File: config.mk
export PLATFORM = sky130hd
export DESIGN_NAME = mosi_coherence_ctl
export DESIGN_NICKNAME = d
export VERILOG_FILES = /design/src/rtl/mosi_pkg.sv /design/src/rtl/mosi_line_store.sv /design/src/rtl/mosi_line_ctrl.sv /design/src/rtl/mosi_coherence_ctl.sv
export SDC_FILE = /design/constraint.sdc
export NUM_CORES = 1
export LEC_CHECK = 0
export BUFFER_PORTS_ARGS = -buffer_cell sky130_fd_sc_hd__buf_2
export CORE_MARGIN = 3
export CORE_UTILIZATION = 39
export DETAILED_ROUTE_END_ITERATION = 12
export SLEW_MARGIN = 20
export SYNTH_ARGS = -nofsm -noshare
export SYNTH_HDL_FRONTEND = slang
export SYNTH_SLANG_ARGS = --single-unit
File: constraint.sdc
create_clock -name clk -period 5.6 [get_ports clk]
set_input_delay 0.28 -clock clk [delete_from_list [all_inputs] [get_ports clk]]
set_output_delay 0.28 -clock clk [all_outputs]
set_load 0.005 [all_outputs]
File: src/rtl/mosi_pkg.sv
package mosi_pkg;
  typedef enum logic [1:0] {
    LS_INV = 2'd0,
    LS_SHR = 2'd1,
    LS_OWN = 2'd2,
    LS_MOD = 2'd3
  } lineState_t;

  typedef enum logic [1:0] {
    OP_READ  = 2'd0,
    OP_WRITE = 2'd1,
    OP_EVICT = 2'd2
  } coreOp_t;

  typedef enum logic [1:0] {
    BUS_RTS = 2'd0,
    BUS_RTW = 2'd1,
    BUS_INV = 2'd2,
    BUS_WB  = 2'd3
  } busCmd_t;

  // strobes from control to the line store
  typedef struct packed {
    logic       take;       // latch a new core request
    logic       coreWr;     // write state/tag of the request set
    lineState_t coreNext;
    logic       loadFill;   // data <= bus fill word
    logic       loadWr;     // data <= request write word
    logic       selVictim;  // bus address is the resident line
    logic       snpWr;      // write state of the snooped set
    lineState_t snpNext;
  } lineStrobe_t;
endpackage

File: src/rtl/mosi_line_store.sv
module mosi_line_store
  import mosi_pkg::*;
#(
  parameter int NUM_LINES = 8,
  parameter int ADDR_W    = 12,
  parameter int DATA_W    = 16
) (
  input  logic              clk,
  input  logic              rstN,
  input  lineStrobe_t       stb,
  input  logic [1:0]        coreOp,
  input  logic [ADDR_W-1:0] coreAddr,
  input  logic [DATA_W-1:0] coreWData,
  input  logic [ADDR_W-1:0] snpAddr,
  input  logic [DATA_W-1:0] busFillData,
  output logic [1:0]        reqOp,
  output lineState_t        lineState,
  output logic              tagMatch,
  output logic              sameSet,
  output lineState_t        snpState,
  output logic [DATA_W-1:0] snpData,
  output logic [DATA_W-1:0] coreRData,
  output logic [ADDR_W-1:0] busAddr,
  output logic [DATA_W-1:0] busWData
);
  localparam int IDX_W = $clog2(NUM_LINES);
  localparam int TAG_W = ADDR_W - IDX_W;

  logic [ADDR_W-1:0] reqAddr;
  logic [DATA_W-1:0] reqWData;
  lineState_t        lineSt  [NUM_LINES];
  logic [TAG_W-1:0]  lineTag [NUM_LINES];
  logic [DATA_W-1:0] lineDat [NUM_LINES];

  logic [IDX_W-1:0] reqIdx, snpIdx;
  logic [TAG_W-1:0] reqTag, snpTag;

  assign reqIdx = reqAddr[IDX_W-1:0];
  assign reqTag = reqAddr[ADDR_W-1:IDX_W];
  assign snpIdx = snpAddr[IDX_W-1:0];
  assign snpTag = snpAddr[ADDR_W-1:IDX_W];

  always_ff @(posedge clk or negedge rstN) begin
    if (!rstN) begin
      reqOp    <= '0;
      reqAddr  <= '0;
      reqWData <= '0;
      for (int i = 0; i < NUM_LINES; i++) lineSt[i] <= LS_INV;
    end else begin
      if (stb.take) begin
        reqOp    <= coreOp;
        reqAddr  <= coreAddr;
        reqWData <= coreWData;
      end
      if (stb.snpWr)  lineSt[snpIdx] <= stb.snpNext;
      if (stb.coreWr) lineSt[reqIdx] <= stb.coreNext;
    end
  end

  always_ff @(posedge clk) begin
    if (stb.coreWr) lineTag[reqIdx] <= reqTag;
    if (stb.loadFill)    lineDat[reqIdx] <= busFillData;
    else if (stb.loadWr) lineDat[reqIdx] <= reqWData;
  end

  assign lineState = lineSt[reqIdx];
  assign tagMatch  = (lineTag[reqIdx] == reqTag);
  assign sameSet   = (snpIdx == reqIdx);
  assign snpState  = (lineSt[snpIdx] != LS_INV && lineTag[snpIdx] == snpTag)
                   ? lineSt[snpIdx] : LS_INV;
  assign snpData   = lineDat[snpIdx];
  assign coreRData = stb.loadFill ? busFillData : lineDat[reqIdx];
  assign busAddr   = stb.selVictim ? {lineTag[reqIdx], reqIdx} : reqAddr;
  assign busWData  = lineDat[reqIdx];
endmodule

File: src/rtl/mosi_line_ctrl.sv
module mosi_line_ctrl
  import mosi_pkg::*;
#(
  parameter int ID_W    = 2,
  parameter int CORE_ID = 0
) (
  input  logic            clk,
  input  logic            rstN,
  input  logic            mosiMode,
  input  logic            coreValid,
  input  logic [1:0]      reqOp,
  input  lineState_t      lineState,
  input  logic            tagMatch,
  input  logic            sameSet,
  input  logic            busGrant,
  input  logic            snpValid,
  input  logic [1:0]      snpCmd,
  input  logic [ID_W-1:0] snpSrc,
  input  lineState_t      snpState,
  output lineStrobe_t     stb,
  output logic            coreReady,
  output logic            coreDone,
  output logic            busReq,
  output logic [1:0]      busCmd,
  output logic            snpSupply,
  output logic            snpFlush
);
  localparam logic [ID_W-1:0] MY_ID = ID_W'(CORE_ID);

  logic       busy;
  logic       snpLive, needBus, localWr, localDone, grantNow;
  lineState_t effState, localNext;
  busCmd_t    cmd;
  logic       victimDirty, selVictim;

  assign snpLive     = snpValid && (snpSrc != MY_ID);
  assign effState    = tagMatch ? lineState : LS_INV;
  assign victimDirty = !tagMatch && (lineState == LS_MOD || lineState == LS_OWN);

  // snoop response
  always_comb begin
    stb.snpWr   = 1'b0;
    stb.snpNext = snpState;
    snpSupply   = 1'b0;
    snpFlush    = 1'b0;
    if (snpLive) begin
      case (busCmd_t'(snpCmd))
        BUS_RTS: begin
          if (snpState == LS_MOD) begin
            stb.snpWr = 1'b1;
            if (mosiMode) begin
              snpSupply   = 1'b1;
              stb.snpNext = LS_OWN;
            end else begin
              snpFlush    = 1'b1;
              stb.snpNext = LS_SHR;
            end
          end else if (snpState == LS_OWN) begin
            snpSupply = 1'b1;
          end
        end
        BUS_RTW: begin
          if (snpState != LS_INV) begin
            stb.snpWr   = 1'b1;
            stb.snpNext = LS_INV;
            snpSupply   = (snpState == LS_MOD || snpState == LS_OWN);
          end
        end
        BUS_INV: begin
          if (snpState != LS_INV) begin
            stb.snpWr   = 1'b1;
            stb.snpNext = LS_INV;
          end
        end
        default: ;
      endcase
    end
  end

  // request decision, re-derived every cycle from the current line state
  always_comb begin
    needBus   = 1'b0;
    cmd       = BUS_RTS;
    selVictim = 1'b0;
    localWr   = 1'b0;
    localNext = effState;
    case (reqOp)
      OP_WRITE: begin
        if (victimDirty) begin
          needBus = 1'b1; cmd = BUS_WB; selVictim = 1'b1;
        end else if (effState == LS_MOD) begin
          localWr = 1'b1; localNext = LS_MOD;
        end else if (effState == LS_OWN) begin
          needBus = 1'b1; cmd = BUS_INV;
        end else begin
          needBus = 1'b1; cmd = BUS_RTW;
        end
      end
      OP_EVICT: begin
        if (effState == LS_MOD || effState == LS_OWN) begin
          needBus = 1'b1; cmd = BUS_WB;
        end else if (effState == LS_SHR) begin
          localWr = 1'b1; localNext = LS_INV;
        end
      end
      default: begin
        if (victimDirty) begin
          needBus = 1'b1; cmd = BUS_WB; selVictim = 1'b1;
        end else if (effState == LS_INV) begin
          needBus = 1'b1; cmd = BUS_RTS;
        end
      end
    endcase
  end

  assign grantNow  = busy && needBus && busGrant;
  assign localDone = busy && !needBus && !(snpLive && sameSet);
  assign coreDone  = localDone || (grantNow && !selVictim);
  assign coreReady = !busy;
  assign busReq    = busy && needBus;
  assign busCmd    = cmd;

  always_comb begin
    stb.take      = coreValid && !busy;
    stb.selVictim = selVictim;
    stb.coreWr    = (localDone && localWr) || grantNow;
    if (grantNow)
      stb.coreNext = (cmd == BUS_WB) ? LS_INV : (cmd == BUS_RTS) ? LS_SHR : LS_MOD;
    else
      stb.coreNext = localNext;
    stb.loadFill  = grantNow && (cmd == BUS_RTS);
    stb.loadWr    = stb.coreWr && (stb.coreNext == LS_MOD);
  end

  always_ff @(posedge clk or negedge rstN) begin
    if (!rstN)          busy <= 1'b0;
    else if (stb.take)  busy <= 1'b1;
    else if (coreDone)  busy <= 1'b0;
  end
endmodule

File: src/rtl/mosi_coherence_ctl.sv
module mosi_coherence_ctl
  import mosi_pkg::*;
#(
  parameter int NUM_LINES = 8,
  parameter int ADDR_W    = 12,
  parameter int DATA_W    = 16,
  parameter int ID_W      = 2,
  parameter int CORE_ID   = 0
) (
  input  logic              clk,
  input  logic              rstN,
  input  logic              mosiMode,
  input  logic              coreValid,
  input  logic [1:0]        coreOp,
  input  logic [ADDR_W-1:0] coreAddr,
  input  logic [DATA_W-1:0] coreWData,
  output logic              coreReady,
  output logic              coreDone,
  output logic [DATA_W-1:0] coreRData,
  output logic              busReq,
  output logic [1:0]        busCmd,
  output logic [ADDR_W-1:0] busAddr,
  output logic [DATA_W-1:0] busWData,
  input  logic              busGrant,
  input  logic [DATA_W-1:0] busFillData,
  input  logic              snpValid,
  input  logic [1:0]        snpCmd,
  input  logic [ADDR_W-1:0] snpAddr,
  input  logic [ID_W-1:0]   snpSrc,
  output logic              snpSupply,
  output logic              snpFlush,
  output logic [DATA_W-1:0] snpData
);
  lineStrobe_t stb;
  lineState_t  lineState, snpState;
  logic        tagMatch, sameSet;
  logic [1:0]  reqOp;

  mosi_line_store #(
    .NUM_LINES(NUM_LINES), .ADDR_W(ADDR_W), .DATA_W(DATA_W)
  ) uStore (
    .clk(clk), .rstN(rstN), .stb(stb),
    .coreOp(coreOp), .coreAddr(coreAddr), .coreWData(coreWData),
    .snpAddr(snpAddr), .busFillData(busFillData),
    .reqOp(reqOp), .lineState(lineState), .tagMatch(tagMatch),
    .sameSet(sameSet), .snpState(snpState), .snpData(snpData),
    .coreRData(coreRData), .busAddr(busAddr), .busWData(busWData)
  );

  mosi_line_ctrl #(
    .ID_W(ID_W), .CORE_ID(CORE_ID)
  ) uCtrl (
    .clk(clk), .rstN(rstN), .mosiMode(mosiMode),
    .coreValid(coreValid), .reqOp(reqOp), .lineState(lineState),
    .tagMatch(tagMatch), .sameSet(sameSet), .busGrant(busGrant),
    .snpValid(snpValid), .snpCmd(snpCmd), .snpSrc(snpSrc),
    .snpState(snpState), .stb(stb), .coreReady(coreReady),
    .coreDone(coreDone), .busReq(busReq), .busCmd(busCmd),
    .snpSupply(snpSupply), .snpFlush(snpFlush)
  );
endmodule

==> out/metrics.csv, run 1 <==
metric,value,unit
status,finished clean,
DRT Pass-1 Iters,5,
ANT nets after route,0,
Async SR Flop Fraction,0.190,
Initial DRC Count,1072,
Tcrit/Tclk final,0.951,
vias,9335,
Non-Filler Instances,1528,
minimum clock period after layout,5.33,ns
DRC,0,
Die X,186,um
DIE AREA,0.0345,mm^2
Die Ht,186,um
critical-path maximum fanout,12,
YS warnings,0,
"commonest cells after routing, fill and taps aside","edfxtp_1 (200), buf_2 (134), mux2_2 (73), a22oi_1 (66), mux2i_1 (58)",
placed cell area,0.0138,mm^2
unrepaired setup endpoints after global routing,no,
grt ovf,0,
routing usage on met2,0.370,
"EDFF count, synth",200,
Critical Path Sink Type,output pin,
Netlist Area Pre-Place,0.0126,mm^2
Placed Instances,1445,
Top Ports,135,
WS Path Type,reg -> out,
fin nets,1179,
TritonCTS Buffers,28,
layout cell share with drive strength beyond 1,0.317,
final hold violations,0,
P per Cell Area,530,mW/mm^2
worst path buffer plus inverter count,3,
crit-path cells,"mux4_1, mux2i_1, xor2_1, nand4_1, nor4_4, and2_2, nand2_1, a22oi_1, a211o_1, ha_1, inv_1, or3_1, buf_12, mux2_4, buf_2",
Leak,5.64,nW
"Seq/Total Area, Yosys",0.570,
CP startpoint kind,flop,
Finish-stage setup viols,0,
Crit path arrival time,5.05,ns
Initial Util,0.397,
vias in the first global route,9063,
initial antenna violation count,0,
Top Usage Layer GRT,met2,
H-tree depth,1,
fmax,188,MHz
vias per std cell,6.11,
"Clk pin slew, worst setup/hold paths",0.06,ns
Critical Path Max Stage Delay,0.64,ns
PortBufs,134,
routability cong.,0.860,
Max VDD drop,305,uV
Cell Rows,65,
Synth cell types,72,
CTS tree,yes,
CTS Root Buffer Type,clkbuf_16,
max_cap viols,0,
Slowest cell on crit path,or3_1,
worst path required time,5.32,ns
antenna fix cells,0,
CTS Buffer Depth,3,
largest net degree at the start of global routing,48,
Final Slew Violations,0,
Worst Max-Slew Pin Slew,1.14,ns
routed len/inst,26.1,um
Syn Area/Cell,13.6,um^2
Area Overhead vs Synth,20.0,%
hpwl dp,26.5,mm
gr usage total,0.226,
HP Class,in -> reg,
Core ar.,0.0317,mm^2
clk_lat worst skew,0.57,ns
slew margin rel.,0.239,
M3 GR Usage,0.0379,
Max Clock Skew,0.0254,ns
Setup TNS,0,ns
"commonest non-fill, non-tap cell in the layout",edfxtp_1,
#FFs+latches synth,247,
met1 GRT Util,0.313,
Main synth FF type,edfxtp_1,
global-route wire length before repair,58.3,mm
Sink Count,247,
PostCTS Resize Cnt,0,
final instance area,0.0151,mm^2
final wirelength,39.8,mm
Crit path max-delay family,simple AND/OR/NAND/NOR gates,
Post-Syn Instances,926,
syn_nets,1001,
[report_power, final]
part	switching, mW	internal [mW]
Clock	0.782	1.11
Sequential	0.330	2.49
Combinational	1.86	1.45
[Yosys cell counts, types with 3 or more instances]
cell type,count,area share
a211oi_1,4,0.0024
a21oi_1,24,0.0095
a221o_1,9,0.0071
a221oi_1,32,0.022
a222oi_1,5,0.0040
a22o_1,17,0.012
a22oi_1,66,0.039
a31oi_1,4,0.0020
and3_1,5,0.0025
buf_1,7,0.0021
buf_2,5,0.0020
buf_4,5,0.0030
buf_6,6,0.0054
clkbuf_1,36,0.011
dfrtp_1,47,0.093
edfxtp_1,200,0.48
ha_1,7,0.0069
inv_1,25,0.0074
mux2_2,73,0.065
mux2_4,11,0.013
mux2i_1,58,0.046
mux4_1,10,0.021
mux4_2,14,0.025
nand2_1,50,0.015
nand2b_1,4,0.0020
nand3_1,17,0.0067
nand4_1,8,0.0040
nor2_1,42,0.013
nor2b_1,9,0.0045
nor3_1,12,0.0048
nor4_1,7,0.0035
o211ai_1,6,0.0036
o21ai_0,27,0.011
o221ai_1,7,0.0049
o22ai_1,4,0.0020
or3_1,3,0.0015
xnor2_1,6,0.0042
xor2_1,14,0.0097
[repair_timing]
action	CTS	global route
hold buffers	30	0
endpoints found under the setup margin	0	12
hold endpoints to repair	76	0
buffers inserted	0	1
[logic make-up (layout without fill, tap and decap cells)]
family | after synthesis | after routing | share of synthesized area
compound gates | 221 | 221 | 0.132
xor+xnor | 20 | 20 | 0.0139
fa+ha+maj | 8 | 8 | 0.00774
buf+inv | 90 | 290 | 0.0368
flops | 247 | 247 | 0.570
mux | 167 | 167 | 0.172
simple gates | 173 | 173 | 0.0675
[path summary, 6_finish.rpt]
| check | startpoint | cells past startpoint | to | slack, ns |
|---|---|---|---|---|
| setup / recovery | uStore.reqAddr[0] | 15 | coreRData[12] | 0.27 |
| hold / removal | coreAddr[0] | 2 | uStore.reqAddr[0] | 0.06 |
| hold reg to reg | uStore.reqWData[13] | 1 | uStore.reqWData[13] | 0.51 |
| setup reg to reg | uStore.reqAddr[0] | 15 | uStore.lineDat[7][4] | 0.96 |
| max in group asynchronous | rstN | 3 | uStore.reqAddr[0] | 4.63 |
| min in group asynchronous | rstN | 3 | uStore.reqWData[7] | 0.41 |
[metal layers]
metal,part of all wire,up-vias
met5,0,-
met4,0.031,0
met3,0.087,92
met2,0.48,504
met1,0.41,4660
li1,-,4079
[metrics by stage]
stage	util	hold slack, ns	power, mW	setup WS [ns]
2_1_floorplan	-	-0.0156	4.89	0.626
3_3_place_gp	0.436	0.489	6.09	0.831
3_5_place_dp	0.436	0.489	6.11	0.741
4_1_cts	0.476	0.0193	8.03	0.132
5_1_grt	0.477	0.0250	8.45	0.0186
6_report	0.477	0.0603	8.01	0.275
[area by class of cell]
cell class,count,area (um^2)
well taps,402,503
clock buffers,33,749
inverters,26,97.6
multi-input cells,589,5030
fillers,2786,16600
clock inverters,19,218
repair buffers,212,1340
flip-flops and latches,247,7180
[sequential cells by signal, summed over array words and instances, names as in the netlist]
name / cells
uStore.lineDat: 128
uStore.lineTag: 72
uStore.lineSt: 16
uStore.reqWData: 16
uStore.reqAddr: 12
uStore.reqOp: 2
uCtrl.busy: 1
[worst register-to-register path: stages (launching register included)]
cell,delay [ns]
dfrtp_2,0.52
buf_4,0.26
buf_4,0.28
or2b_2,0.36
o22ai_1,0.14
a221oi_1,0.81
nand3_2,0.17
mux2i_1,0.17
mux2i_1,0.24
inv_1,0.08
ha_1,0.20
inv_1,0.07
nand3_1,0.10
o31ai_4,0.18
buf_4,0.35
mux2_2,0.47
Note: power is estimated with default switching activity, not from simulation.
==> run 2: changes to the inputs <==
--- a/config.mk
+++ b/config.mk
@@ -9,6 +9,8 @@
 export CORE_MARGIN = 3
 export CORE_UTILIZATION = 39
 export DETAILED_ROUTE_END_ITERATION = 12
+export PLACE_DENSITY = 0.66
+export RECOVER_POWER = 25
 export SLEW_MARGIN = 20
 export SYNTH_ARGS = -nofsm -noshare
 export SYNTH_HDL_FRONTEND = slang
==> run 2 against run 1 <==
Compared with the run above:
- the run now ends with max-capacitance violations, max-slew violations left
- global-route usage fell by 0.54 points
- sequential power barely moved
- die area did not move
- hold slack improved by 0.0027 ns
- via count rose by 0.21%
- register-to-register slack got worse by 0.09 ns
- fmax rose by 2.9%
- largest cell class unchanged
- largest power group unchanged
- highest routed layer unchanged
==> out/metrics.csv, run 2 (synthesized netlist as in run 1, its figures left out) <==
metric,value,unit,change
status,finished with violations,,
failing checks,"max-capacitance violations, max-slew violations",,
CP startpoint kind,flop,,
Die X,186,um,unchanged
crit-path cells,"mux4_1, mux2i_1, xor2_1, nand4_1, nor4_4, and2_2, nand2_1, a22oi_1, a211o_1, ha_1, inv_1, or3_1, buf_4, mux2_4, buf_2",,
fmax,193,MHz,+2.9%
Worst Max-Slew Pin Slew,3.20,ns,+2.06 ns
clk_lat worst skew,0.54,ns,-0.03 ns
slew margin rel.,-1.13,,-1.37
Critical Path Max Stage Delay,0.64,ns,about the same
Placed Instances,1437,,-0.55%
HP Start,coreAddr[0],,
vias in the first global route,9115,,+0.57%
"Clk pin slew, worst setup/hold paths",0.07,ns,about the same
vias,9355,,+0.21%
Slowest cell on crit path,dfrtp_2,,
HP Class,in -> reg,,
Top Ports,135,,unchanged
final wirelength,39.0,mm,-2.2%
P per Cell Area,522,mW/mm^2,-1.4%
layout cell share with drive strength beyond 1,0.304,,-0.0134
TritonCTS Buffers,26,,-7.1%
Initial Util,0.397,,unchanged
routed len/inst,25.7,um,-1.4%
gr usage total,0.221,,-0.00535
grt ovf,0,,unchanged
Core ar.,0.0317,mm^2,unchanged
PortBufs,134,,unchanged
Top Registers,"uStore.lineDat: 128 flops, uStore.lineTag: 72 flops",,
number of flip-flops in the largest register,128,,unchanged
H-tree depth,1,,unchanged
hold path cells,2,,unchanged
worst path buffer plus inverter count,3,,unchanged
reg2reg end,uStore.lineDat[6][4],,
critical-path maximum fanout,16,,+4
Critical Path Sink Type,output pin,,
DIE AREA,0.0345,mm^2,unchanged
max_cap viols,2,,+2
WS Path Type,reg -> out,,
Hold Path End,uStore.reqAddr[0],,
CTS Root Buffer Type,clkbuf_16,,
R2R setup slack,0.87,ns,-0.09 ns
unrepaired setup endpoints after global routing,no,,
Non-Filler Instances,1516,,-0.79%
Sink Count,247,,unchanged
CTS tree,yes,,
Setup TNS,0,ns,unchanged
global-route wire length before repair,57.0,mm,-2.2%
Max Clock Skew,0.0258,ns,+0.000367 ns
number of fill cells,2786,,unchanged
initial antenna violation count,1,,+1
Cell Rows,65,,unchanged
R2R cell count,14,,-1
CTS Buffer Depth,3,,unchanged
hpwl dp,25.5,mm,-3.9%
Max VDD drop,225,uV,-26%
ANT nets after route,0,,unchanged
Tcrit/Tclk final,0.924,,-0.0272
"commonest non-fill, non-tap cell in the layout",edfxtp_1,,
Die Ht,186,um,unchanged
vias per std cell,6.17,,+1.0%
"commonest cells after routing, fill and taps aside","edfxtp_1 (200), buf_2 (134), mux2_2 (73), a22oi_1 (66), mux2i_1 (58)",,
Tot Pwr,7.81,mW,-2.5%
DRC,0,,unchanged
PostCTS Resize Cnt,0,,unchanged
routability cong.,0.882,,+2.6%
fin nets,1168,,-0.93%
Finish-stage setup viols,0,,unchanged
Leak,5.53,nW,-2.0%
Biggest register,uStore.lineDat,,
largest net degree at the start of global routing,48,,unchanged
minimum clock period after layout,5.17,ns,-0.152 ns
R2R Path Start,uStore.reqAddr[0],,
DRT Pass-1 Iters,6,,+1
Crit path arrival time,4.89,ns,-0.16 ns
worst path required time,5.32,ns,about the same
Crit path max-delay family,simple AND/OR/NAND/NOR gates,,
Initial DRC Count,1163,,+8.5%
Final Slew Violations,84,,+84
Area Overhead vs Synth,18.5,%,
final hold violations,0,,unchanged
## run 2: how the worst max path moves through the flow
stage | cells after the start | slack (ns) | start | endpoint
floorplan | 15 | 0.63 | uStore.reqAddr[0] | uStore.lineDat[2][0]
global placement | 14 | 0.98 | uStore.reqAddr[0] | uStore.lineDat[0][4]
detailed placement | 14 | 0.88 | uStore.reqAddr[0] | uStore.lineDat[6][7]
CTS | 15 | 0.37 | uStore.reqAddr[0] | coreRData[13]
global route | 15 | 0.06 | uStore.reqAddr[0] | coreRData[6]
finish | 15 | 0.43 | uStore.reqAddr[0] | coreRData[5]
## run 2: layer usage
| metal | wire (um) | GRT usage |
|---|---|---|
| met4 | 1290 | 0.0801 |
| met1 | 15400 | 0.299 |
| met5 | 0 | 0 |
| met3 | 3560 | 0.0305 |
| met2 | 18700 | 0.366 |
## run 2: repair_timing
action	in CTS	in global routing
endpoints found under the hold margin	76	0
hold buffers	30	0
setup buffers	0	0
## run 2: cell type report
| cell class | count | area [um^2] | area share |
|---|---|---|---|
| clock buffer | 28 | 668 | 0.0447 |
| timing repair buffer | 203 | 1270 | 0.0849 |
| inverter | 26 | 97.6 | 0.00653 |
| antenna | 1 | 2.50 | 0.000167 |
| tap | 402 | 503 | 0.0337 |
| clock inverter | 20 | 211 | 0.0141 |
| multi-input combinational | 589 | 5010 | 0.335 |
| sequential | 247 | 7180 | 0.481 |
## run 2: power breakdown
part	leakage, nW	total (mW)	switching (mW)	internal, mW
sequential	2.35	2.84	0.349	2.49
clock	0.428	1.75	0.735	1.02
combinational	2.75	3.22	1.80	1.42
total	5.53	7.81	2.89	4.92
## run 2: metrics by stage
step | instance area, um^2 | worst slack (ns) | util | hold WS, ns
detailed placement | 13800 | 0.875 | 0.434 | 0.479
global route | 14900 | 0.0609 | 0.471 | 0.0552
floorplan | 12600 | 0.626 | - | -0.0156
global placement | 13800 | 0.975 | 0.434 | 0.479
CTS | 14900 | 0.372 | 0.471 | 0.0467
finish | 14900 | 0.427 | 0.471 | 0.0630
